[src/rtl/dcache_pkg.sv]
// Shared definitions for the data cache controller.
// Assumes: nothing beyond IEEE 1800-2017.
package dcache_pkg;

    // Controller sequencing states.
    typedef enum logic [2:0] {
        ST_IDLE,   // accepting processor accesses
        ST_EVICT,  // writing a modified victim back to memory
        ST_FILL,   // reading a line from memory
        ST_WTHRU,  // single-word store to memory
        ST_FSCAN,  // flush: inspecting one line
        ST_FWB     // flush: writing one modified line back
    } cache_st_t;

endpackage

[src/rtl/dcache_tags.sv]
// Tag store with valid and modified bits per line.
// Supports a full line update, setting and clearing the modified bit, and
// snoop invalidation, which discards the line's modified state.
// Assumes: a full update and a snoop on the same line in the same cycle are
// resolved by the caller (the update wins here).
module dcache_tags #(
    parameter int LINES = 16,
    parameter int IDX_W = 4,
    parameter int TAG_W = 10
) (
    input  logic             clk,
    input  logic             rst_n,
    input  logic [IDX_W-1:0] rd_idx,
    output logic [TAG_W-1:0] rd_tag,
    output logic [LINES-1:0] valid_q,
    output logic [LINES-1:0] dirty_q,
    input  logic             upd_en,
    input  logic [IDX_W-1:0] upd_idx,
    input  logic [TAG_W-1:0] upd_tag,
    input  logic             upd_valid,
    input  logic             upd_dirty,
    input  logic             dset_en,
    input  logic [IDX_W-1:0] dset_idx,
    input  logic             dclr_en,
    input  logic [IDX_W-1:0] dclr_idx,
    input  logic             snp_en,
    input  logic [IDX_W-1:0] snp_idx,
    input  logic [TAG_W-1:0] snp_tag
);

    logic [TAG_W-1:0] tag_q [LINES];
    logic             snp_hit;

    // Read port for the controller.
    assign rd_tag = tag_q[rd_idx];

    // Snoop matches a stored valid line that is not being replaced this cycle.
    assign snp_hit = snp_en && valid_q[snp_idx] && (tag_q[snp_idx] == snp_tag)
                     && !(upd_en && (upd_idx == snp_idx));

    // Tag values; need no reset because the valid bits guard them.
    always_ff @(posedge clk) begin
        if (upd_en) tag_q[upd_idx] <= upd_tag;
    end

    // Valid and modified bits; the snoop is applied last so that it wins.
    always_ff @(posedge clk) begin
        if (!rst_n) begin
            valid_q <= '0;
            dirty_q <= '0;
        end else begin
            if (upd_en) begin
                valid_q[upd_idx] <= upd_valid;
                dirty_q[upd_idx] <= upd_dirty;
            end
            if (dset_en) dirty_q[dset_idx] <= 1'b1;
            if (dclr_en) dirty_q[dclr_idx] <= 1'b0;
            if (snp_hit) begin
                valid_q[snp_idx] <= 1'b0;
                dirty_q[snp_idx] <= 1'b0;
            end
        end
    end

    AST_SNOOP_INVALIDATES: assert property (@(posedge clk) disable iff (!rst_n)
        snp_hit |=> !valid_q[$past(snp_idx)]) else $error("snoop left line valid");

    AST_RESET_EMPTY: assert property (@(posedge clk) disable iff (!rst_n)
        $rose(rst_n) |-> (valid_q == '0) && (dirty_q == '0)) else $error("lines not empty after reset");

endmodule

[src/rtl/dcache_data.sv]
// Data array of the cache: one write port and one read port that is read
// combinationally.
// Assumes: the caller never reads and writes the same word in the same cycle
// and expects the new value.
module dcache_data #(
    parameter int ENTRIES = 64,
    parameter int AW      = 6,
    parameter int DATA_W  = 32
) (
    input  logic              clk,
    input  logic              we,
    input  logic [AW-1:0]     waddr,
    input  logic [DATA_W-1:0] wdata,
    input  logic [AW-1:0]     raddr,
    output logic [DATA_W-1:0] rdata
);

    logic [DATA_W-1:0] word_q [ENTRIES];

    // Word storage; the contents are qualified by the tag store.
    always_ff @(posedge clk) begin
        if (we) word_q[waddr] <= wdata;
    end

    // Read port.
    assign rdata = word_q[raddr];

endmodule

[src/rtl/dcache_ctl.sv]
// Direct-mapped data cache controller.
// Write-through or write-back is selected by WRITE_BACK. A read miss fills
// the whole line starting at word 0, with optional early return of the
// requested word (LOAD_THROUGH). A flush writes back modified lines. A snoop
// invalidates a matching line.
// Assumes: memory read data is valid in the cycle mem_ready is high, and
// cpu_req is only sampled while cpu_ready is high.
module dcache_ctl
    import dcache_pkg::*;
#(
    parameter int ADDR_W       = 16,
    parameter int DATA_W       = 32,
    parameter int LINES        = 16,
    parameter int WORDS        = 4,
    parameter bit WRITE_BACK   = 1'b1,
    parameter bit LOAD_THROUGH = 1'b1
) (
    input  logic              clk,
    input  logic              rst_n,
    input  logic              cpu_req,
    input  logic              cpu_we,
    input  logic [ADDR_W-1:0] cpu_addr,
    input  logic [DATA_W-1:0] cpu_wdata,
    output logic              cpu_ready,
    output logic              cpu_rvalid,
    output logic [DATA_W-1:0] cpu_rdata,
    output logic              mem_valid,
    output logic              mem_we,
    output logic [ADDR_W-1:0] mem_addr,
    output logic [DATA_W-1:0] mem_wdata,
    input  logic              mem_ready,
    input  logic [DATA_W-1:0] mem_rdata,
    input  logic              flush_req,
    output logic              flush_done,
    input  logic              snoop_valid,
    input  logic [ADDR_W-1:0] snoop_addr
);

    localparam int IDX_W = $clog2(LINES);
    localparam int OFF_W = $clog2(WORDS);
    localparam int TAG_W = ADDR_W - IDX_W - OFF_W;
    localparam int DAW   = IDX_W + OFF_W;
    localparam logic [OFF_W-1:0] LAST_W = OFF_W'(WORDS - 1);
    localparam logic [IDX_W-1:0] LAST_L = IDX_W'(LINES - 1);

    cache_st_t         st;
    logic              rq_we;
    logic [ADDR_W-1:0] rq_addr;
    logic [DATA_W-1:0] rq_wdata;
    logic [OFF_W-1:0]  wcnt;
    logic [IDX_W-1:0]  fidx;
    logic              kill;

    logic [TAG_W-1:0]  in_tag, rq_tag, tag_rd;
    logic [IDX_W-1:0]  in_idx, rq_idx, line_sel;
    logic [OFF_W-1:0]  in_off, rq_off;
    logic [LINES-1:0]  valid_q, dirty_q;
    logic [DAW-1:0]    dat_raddr, dat_waddr;
    logic [DATA_W-1:0] dat_rd, dat_wdata;
    logic              dat_we, hit, accept, wr_hit, snp_fill, fill_last;
    logic              upd_valid, upd_dirty, dset_en, dclr_en;

    assign {in_tag, in_idx, in_off} = cpu_addr;
    assign {rq_tag, rq_idx, rq_off} = rq_addr;

    // Processor handshake and hit detection (the tag read port follows in_idx while idle).
    assign cpu_ready = (st == ST_IDLE) && !flush_req;
    assign accept    = cpu_req && cpu_ready;
    assign hit       = valid_q[in_idx] && (tag_rd == in_tag);
    assign wr_hit    = accept && cpu_we && hit;

    // Select the line for the tag read port and the word for the data read port.
    always_comb begin
        line_sel  = rq_idx;
        dat_raddr = {rq_idx, rq_off};
        case (st)
            ST_IDLE:  begin line_sel = in_idx; dat_raddr = {in_idx, in_off}; end
            ST_EVICT: dat_raddr = {rq_idx, wcnt};
            ST_FSCAN: line_sel = fidx;
            ST_FWB:   begin line_sel = fidx; dat_raddr = {fidx, wcnt}; end
            default:  ;
        endcase
    end

    // Data array write: store hits while idle, incoming words during a fill (store data merged).
    assign dat_we    = wr_hit || ((st == ST_FILL) && mem_ready);
    assign dat_waddr = (st == ST_FILL) ? {rq_idx, wcnt} : {in_idx, in_off};
    assign dat_wdata = (st != ST_FILL) ? cpu_wdata :
                       (rq_we && (wcnt == rq_off)) ? rq_wdata : mem_rdata;

    // Memory request per state.
    always_comb begin
        mem_valid = 1'b0;
        mem_we    = 1'b0;
        mem_addr  = rq_addr;
        mem_wdata = rq_wdata;
        case (st)
            ST_EVICT: begin mem_valid = 1'b1; mem_we = 1'b1;
                            mem_addr = {tag_rd, rq_idx, wcnt}; mem_wdata = dat_rd; end
            ST_FWB:   begin mem_valid = 1'b1; mem_we = 1'b1;
                            mem_addr = {tag_rd, fidx, wcnt}; mem_wdata = dat_rd; end
            ST_FILL:  begin mem_valid = 1'b1; mem_addr = {rq_tag, rq_idx, wcnt}; end
            ST_WTHRU: begin mem_valid = 1'b1; mem_we = 1'b1; end
            default:  ;
        endcase
    end

    // Tag store control: commit at the end of a fill, snoop kill of the filling line, modified bits.
    assign snp_fill  = snoop_valid && (st == ST_FILL)
                       && (snoop_addr[ADDR_W-1:OFF_W] == rq_addr[ADDR_W-1:OFF_W]);
    assign fill_last = (st == ST_FILL) && mem_ready && (wcnt == LAST_W);
    assign upd_valid = !(kill || snp_fill);
    assign upd_dirty = WRITE_BACK && rq_we && upd_valid;
    assign dset_en   = WRITE_BACK && wr_hit;
    assign dclr_en   = (st == ST_FWB) && mem_ready && (wcnt == LAST_W);

    dcache_tags #(.LINES(LINES), .IDX_W(IDX_W), .TAG_W(TAG_W)) u_tags (
        .clk(clk), .rst_n(rst_n),
        .rd_idx(line_sel), .rd_tag(tag_rd), .valid_q(valid_q), .dirty_q(dirty_q),
        .upd_en(fill_last), .upd_idx(rq_idx), .upd_tag(rq_tag),
        .upd_valid(upd_valid), .upd_dirty(upd_dirty),
        .dset_en(dset_en), .dset_idx(in_idx),
        .dclr_en(dclr_en), .dclr_idx(fidx),
        .snp_en(snoop_valid), .snp_idx(snoop_addr[OFF_W +: IDX_W]),
        .snp_tag(snoop_addr[ADDR_W-1 -: TAG_W])
    );

    dcache_data #(.ENTRIES(LINES * WORDS), .AW(DAW), .DATA_W(DATA_W)) u_data (
        .clk(clk), .we(dat_we), .waddr(dat_waddr), .wdata(dat_wdata),
        .raddr(dat_raddr), .rdata(dat_rd)
    );

    // Sequencer: miss handling, write-through, flush walk and processor responses.
    always_ff @(posedge clk) begin
        if (!rst_n) begin
            st <= ST_IDLE; rq_we <= 1'b0; rq_addr <= '0; rq_wdata <= '0;
            wcnt <= '0; fidx <= '0; kill <= 1'b0;
            cpu_rvalid <= 1'b0; cpu_rdata <= '0; flush_done <= 1'b0;
        end else begin
            cpu_rvalid <= 1'b0;
            flush_done <= 1'b0;
            case (st)
                ST_IDLE: begin
                    if (flush_req) begin
                        st <= ST_FSCAN; fidx <= '0;
                    end else if (accept) begin
                        rq_we <= cpu_we; rq_addr <= cpu_addr; rq_wdata <= cpu_wdata;
                        wcnt <= '0; kill <= 1'b0;
                        if (!cpu_we && hit) begin
                            cpu_rvalid <= 1'b1; cpu_rdata <= dat_rd;
                        end else if (cpu_we && (hit || !WRITE_BACK)) begin
                            if (!WRITE_BACK) st <= ST_WTHRU;
                        end else if (WRITE_BACK && valid_q[in_idx] && dirty_q[in_idx]) begin
                            st <= ST_EVICT;
                        end else begin
                            st <= ST_FILL;
                        end
                    end
                end
                ST_EVICT: if (mem_ready) begin
                    wcnt <= wcnt + 1'b1;
                    if (wcnt == LAST_W) st <= ST_FILL;
                end
                ST_FILL: begin
                    if (snp_fill) kill <= 1'b1;
                    if (mem_ready) begin
                        wcnt <= wcnt + 1'b1;
                        if (LOAD_THROUGH && !rq_we && (wcnt == rq_off)) begin
                            cpu_rvalid <= 1'b1; cpu_rdata <= mem_rdata;
                        end
                        if (wcnt == LAST_W) begin
                            if (!LOAD_THROUGH && !rq_we) begin
                                cpu_rvalid <= 1'b1;
                                cpu_rdata  <= (rq_off == LAST_W) ? mem_rdata : dat_rd;
                            end
                            st <= (rq_we && !upd_valid) ? ST_WTHRU : ST_IDLE;
                        end
                    end
                end
                ST_WTHRU: if (mem_ready) st <= ST_IDLE;
                ST_FSCAN: begin
                    wcnt <= '0;
                    if (valid_q[fidx] && dirty_q[fidx]) st <= ST_FWB;
                    else if (fidx == LAST_L) begin st <= ST_IDLE; flush_done <= 1'b1; end
                    else fidx <= fidx + 1'b1;
                end
                ST_FWB: if (mem_ready) begin
                    wcnt <= wcnt + 1'b1;
                    if (wcnt == LAST_W) begin
                        if (fidx == LAST_L) begin st <= ST_IDLE; flush_done <= 1'b1; end
                        else begin fidx <= fidx + 1'b1; st <= ST_FSCAN; end
                    end
                end
                default: st <= ST_IDLE;
            endcase
        end
    end

    AST_MEM_HOLD: assert property (@(posedge clk) disable iff (!rst_n)
        mem_valid && !mem_ready |=> mem_valid && $stable(mem_addr) && $stable(mem_we))
        else $error("memory request changed before acceptance");

    AST_DONE_PULSE: assert property (@(posedge clk) disable iff (!rst_n)
        flush_done |=> !flush_done) else $error("flush_done longer than one cycle");

    AST_FLUSH_CLEAN: assert property (@(posedge clk) disable iff (!rst_n)
        flush_done |-> (dirty_q == '0)) else $error("modified line left after flush");

    AST_WT_NEVER_DIRTY: assert property (@(posedge clk) disable iff (!rst_n)
        !WRITE_BACK |-> (dirty_q == '0)) else $error("modified line in write-through mode");

endmodule

[config.mk]
export PLATFORM = sky130hd
export DESIGN_NAME = dcache_ctl
export DESIGN_NICKNAME = d
export VERILOG_FILES = /design/src/rtl/dcache_pkg.sv /design/src/rtl/dcache_tags.sv /design/src/rtl/dcache_data.sv /design/src/rtl/dcache_ctl.sv
export SDC_FILE = /design/constraint.sdc
export NUM_CORES = 2
export LEC_CHECK = 0
export BUFFER_PORTS_ARGS = -buffer_cell sky130_fd_sc_hd__clkbuf_2
export CAP_MARGIN = 20
export CORE_MARGIN = 2
export CORE_UTILIZATION = 47
export DETAILED_ROUTE_END_ITERATION = 10
export GPL_TIMING_DRIVEN = 0
export PLACE_DENSITY_LB_ADDON = 0.12
export SYNTH_ARGS = -nofsm -noshare
export SYNTH_HDL_FRONTEND = slang
export SYNTH_SLANG_ARGS = --single-unit
export TNS_END_PERCENT = 20
[constraint.sdc]
create_clock -name clk -period 4.5 [get_ports clk]
set_input_delay 0 -clock clk [delete_from_list [all_inputs] [get_ports clk]]
set_output_delay 0 -clock clk [all_outputs]
set_load 0.02 [all_outputs]
==> results.md <==
* Status: complete, but fails checks
* Violated checks: setup timing
* Largest family of logic cells by synthesized area: simple AND/OR/NAND/NOR gates
* Yosys warns at 0
* Max-Cap Viols at 0
* Syn Area/Cell at 12.49 µm²
* Reg clk slew, reported paths at 0.06 ns
* Core area at 204,200 µm²
* Routed vias/inst at 6.785
* Power Density at 616.0 nW/µm²
* Slew Viols, Final at 0
* Crit path DAT at 5.11 ns
* Worst Setup Slack, final at -0.6096 ns
* Clock buffer depth at 3
* Peak VDD IR at 532.8 µV
* Count leader, synth: nand2_1
* Final worst path period share at 113.5%
* Leak at 43.13 nW
* Post-Route WL at 468.3 mm
* Initial Util at 47.16%
* Violation count after the first detailed-routing iteration at 15,927
* Initial antenna violation count at 30
* Clk_skew at 0.06507 ns
* Hold Crit Depth at 4
* Final hold violation count at 0
* Root buf cell: clkbuf_16
* Sink Count at 2,333
* Pwr Total at 0.07538 W
* Final setup violating endpoints at 1,995
* Final Cell Area at 122,400 µm²
* WHS Endpoint: cpu_rdata[1]
* Sequential Area at 68,810 µm²
* IO Port Bufs at 178
* Capturing point of the worst reg2reg path: u_data.word_q[7][21]
* CP max-delay cell: or3_4
* GR Util All Layers at 43.53%
* R2R setup slack at -0.37 ns
* Top sig layer: met5
* Skew-Pair Late Insertion Delay at 0.94 ns
* Post-synthesis xor/xnor area fraction at 0.3093%
* First-pass GRT wire length at 614.3 mm
* Dpl cell area at 106,700 µm²
* H-tree lvl count at 4
* HP Start: mem_rdata[1]
* Row cnt at 166
* Synth area leaders: edfxtp_1, nand2_1, nand3_1
* # placed instances at 10,838
* Register bit count reported by yosys at 2,333
* Final instance count without filler cells at 11,660
* Adder-Cell Fraction of Synth Area at 0.06497%
* Fmax at 0.1957 GHz
* Wl on met1 at 159.5 mm
* Fraction of layout cells with a size suffix above 1 at 20.83%
* DIE AREA at 208,500 µm²
* CP required at 4.50 ns
* Most frequent cells after synthesis: nand2_1, edfxtp_1, nand3_1
* Simple-Gate Fraction of Synth Area at 16.88%
* Routed Antenna Nets at 0
* Dpl hpwl at 326.5 mm
* Critical path capture point type: output pin
* Vias in the first global route at 71,660
* RSZ-0062 raised after global routing: true
* Fill cells at 15,835
* Reg2reg path depth at 17
* Routed vias at 79,113
* CTS Buf Count at 236
* CTS tree: done
* Area of the multi-input gates at 28,360 µm²
* Asr flop ratio synth at 0%
* Max_slew headroom at 15.94%
* Main synth FF type: edfxtp_1
* I/O pin count at 188
* Die height at 456.6 µm
* Post-synthesis mux area share at 3.067%
* Seq/Total Area, Yosys at 71.46%
* Area Overhead vs Synth at 27.09%
* RD Place Congestion at 1.001
* CP dominant cell by count: buf_8
* Layout Nets at 8,870
* Fin crit period at 5.110 ns
* Critical path, cell by cell: buf_8, buf_6, a22oi_2, nand2_4, buf_8, buf_4, clkbuf_8, buf_8, clkbuf_16, nand2_1, nand3_1, nand3_1, nand4_1, or3_4, nand2_1, nand2_2, clkbuf_8
* Share of the synthesized area in the top cell type at 68.86%
* DR WL/cell at 40.16 µm
* CP Max Fanout at 10
* Number of synthesized flops with an enable pin at 2,208
* Max incr delay on CP at 0.71 ns
* Least-Margin Pin Slew at 1.261 ns
* Syn_nets at 7,815
* Pre-Repair DR Iteration Count at 7
* Cell area after synthesis at 96,290 µm²
* Cell taking the most area after synthesis: edfxtp_1
* Synth Instances at 7,707
* Die W at 456.6 µm
* Total grt overflow at 0
* Cell variety after synth at 83
* Crit path kind: reg2out
* Startpoint Class: flip-flop
* Worst hold path type: in2reg
* Largest net degree at the start of global routing at 45
* Reg-to-Reg Start: st[1]
* Met3 wire len at 79.22 mm
* Compound-Gate Fraction of Synth Area at 5.984%
* Met2 wire length at 188.9 mm
* # DRC at 0
flip-flops by register name (all words and copies together) (netlist names), 2 cells and up:
signal / cells
rq_addr: 16
fidx: 4
u_tags.tag_q: 160
wcnt: 2
st: 3
cpu_rdata: 32
rq_wdata: 32
u_data.word_q: 2048
u_tags.valid_q: 16
u_tags.dirty_q: 16
worst max path at each step:
stage | start | endpoint | slack [ns] | cells past startpoint
floorplan | st[2] | u_data.word_q[0][1] | -0.45 | 8
global placement | wcnt[0] | u_data.word_q[34][16] | -6.93 | 7
detailed placement | st[1] | mem_wdata[29] | -2.47 | 15
CTS | st[1] | mem_wdata[5] | -0.38 | 20
global route | st[1] | mem_wdata[11] | -0.46 | 18
finish | st[1] | mem_wdata[27] | -0.61 | 17
placed cells by master, fill, tap and decap left out, drive strengths merged, types with 14 or more instances in the layout:
master	n
a311oi	43
o22ai	24
dlygate4sd3	169
o21ai	124
a32o	17
xnor2	23
a32oi	43
and3	154
a21oi	187
clkinv	103
nand4	121
o2111ai	37
nor2b	14
edfxtp	2208
nand2	2269
a2111oi	18
mux4	66
nor4	15
nor2	235
bufinv	18
a31oi	172
nor3	42
a211oi	34
inv	20
diode	19
buf	699
nand3	837
o211ai	22
or3	16
mux2i	133
clkbuf	766
a22oi	17
o41ai	26
dfxtp	125
layer usage:
| layer | vias to the layer above | global-route usage [%] |
|---|---|---|
| li1 | 30633 | - |
| met1 | 39091 | 55.52 |
| met2 | 7624 | 60.29 |
| met3 | 1747 | 18.00 |
| met4 | 18 | 29.61 |
| met5 | - | 0.4363 |
power breakdown:
| part | internal (W) | total [W] | switching, W |
|---|---|---|---|
| clock | 0.0108 | 0.0195 | 0.00875 |
| combinational | 0.00853 | 0.0306 | 0.0220 |
| sequential | 0.0250 | 0.0253 | 0.000231 |
cell type report:
| class | count | area share [%] |
|---|---|---|
| repair buffers | 825 | 8.369 |
| inverters | 15 | 0.05317 |
| plain buffers | 513 | 3.284 |
| diodes | 19 | 0.03885 |
| clock inverters | 129 | 0.9989 |
| clock buffers | 300 | 5.099 |
| well taps | 2688 | 2.748 |
| flip-flops and latches | 2333 | 56.23 |
| multi-input cells | 4838 | 23.18 |
cell families after synthesis:
family                     count (synthesis)
AOI/OAI and AO/OA                        827
xor gates and xnor gates                  34
adders and majority gates                  5
buffers and inverters                    536
DFF                                     2333
muxes                                    211
and+or+nand+nor                         3761
through the flow:
step / worst slack (ns) / hold slack (ns) / utilization (%) / TNS, ns
6_report: -0.6096 / 0.03425 / 59.94 / -407.26
5_1_grt: -0.4611 / 0.05364 / 59.92 / -464.36
4_1_cts: -0.3775 / 0.001686 / 59.32 / -296.97
3_5_place_dp: -2.472 / 0.2538 / 52.25 / -3493.31
3_3_place_gp: -6.926 / 0.2431 / 49.27 / -
2_1_floorplan: -0.4501 / 0.1360 / - / -1029.39
critical path, delay by kind of cell (launching register included):
family / cells / cell delay, ns
AND/OR/NAND/NOR: 8 / 1.91
flip-flops: 1 / 0.36
buffers and inverters: 8 / 1.38
AO/OA/AOI/OAI: 1 / 0.51
timing repair:
action | 4_1_cts | 5_1_grt
endpoints found under the setup margin | 2131 | 2141
pin swaps | 124 | 64
gates resized for setup | 1120 | 186
setup buffers | 164 | 36
gates cloned | 2 | 8
hold endpoints to repair | 1594 | 0
hold buffers | 169 | 0
(Power assumes the default switching activity.)
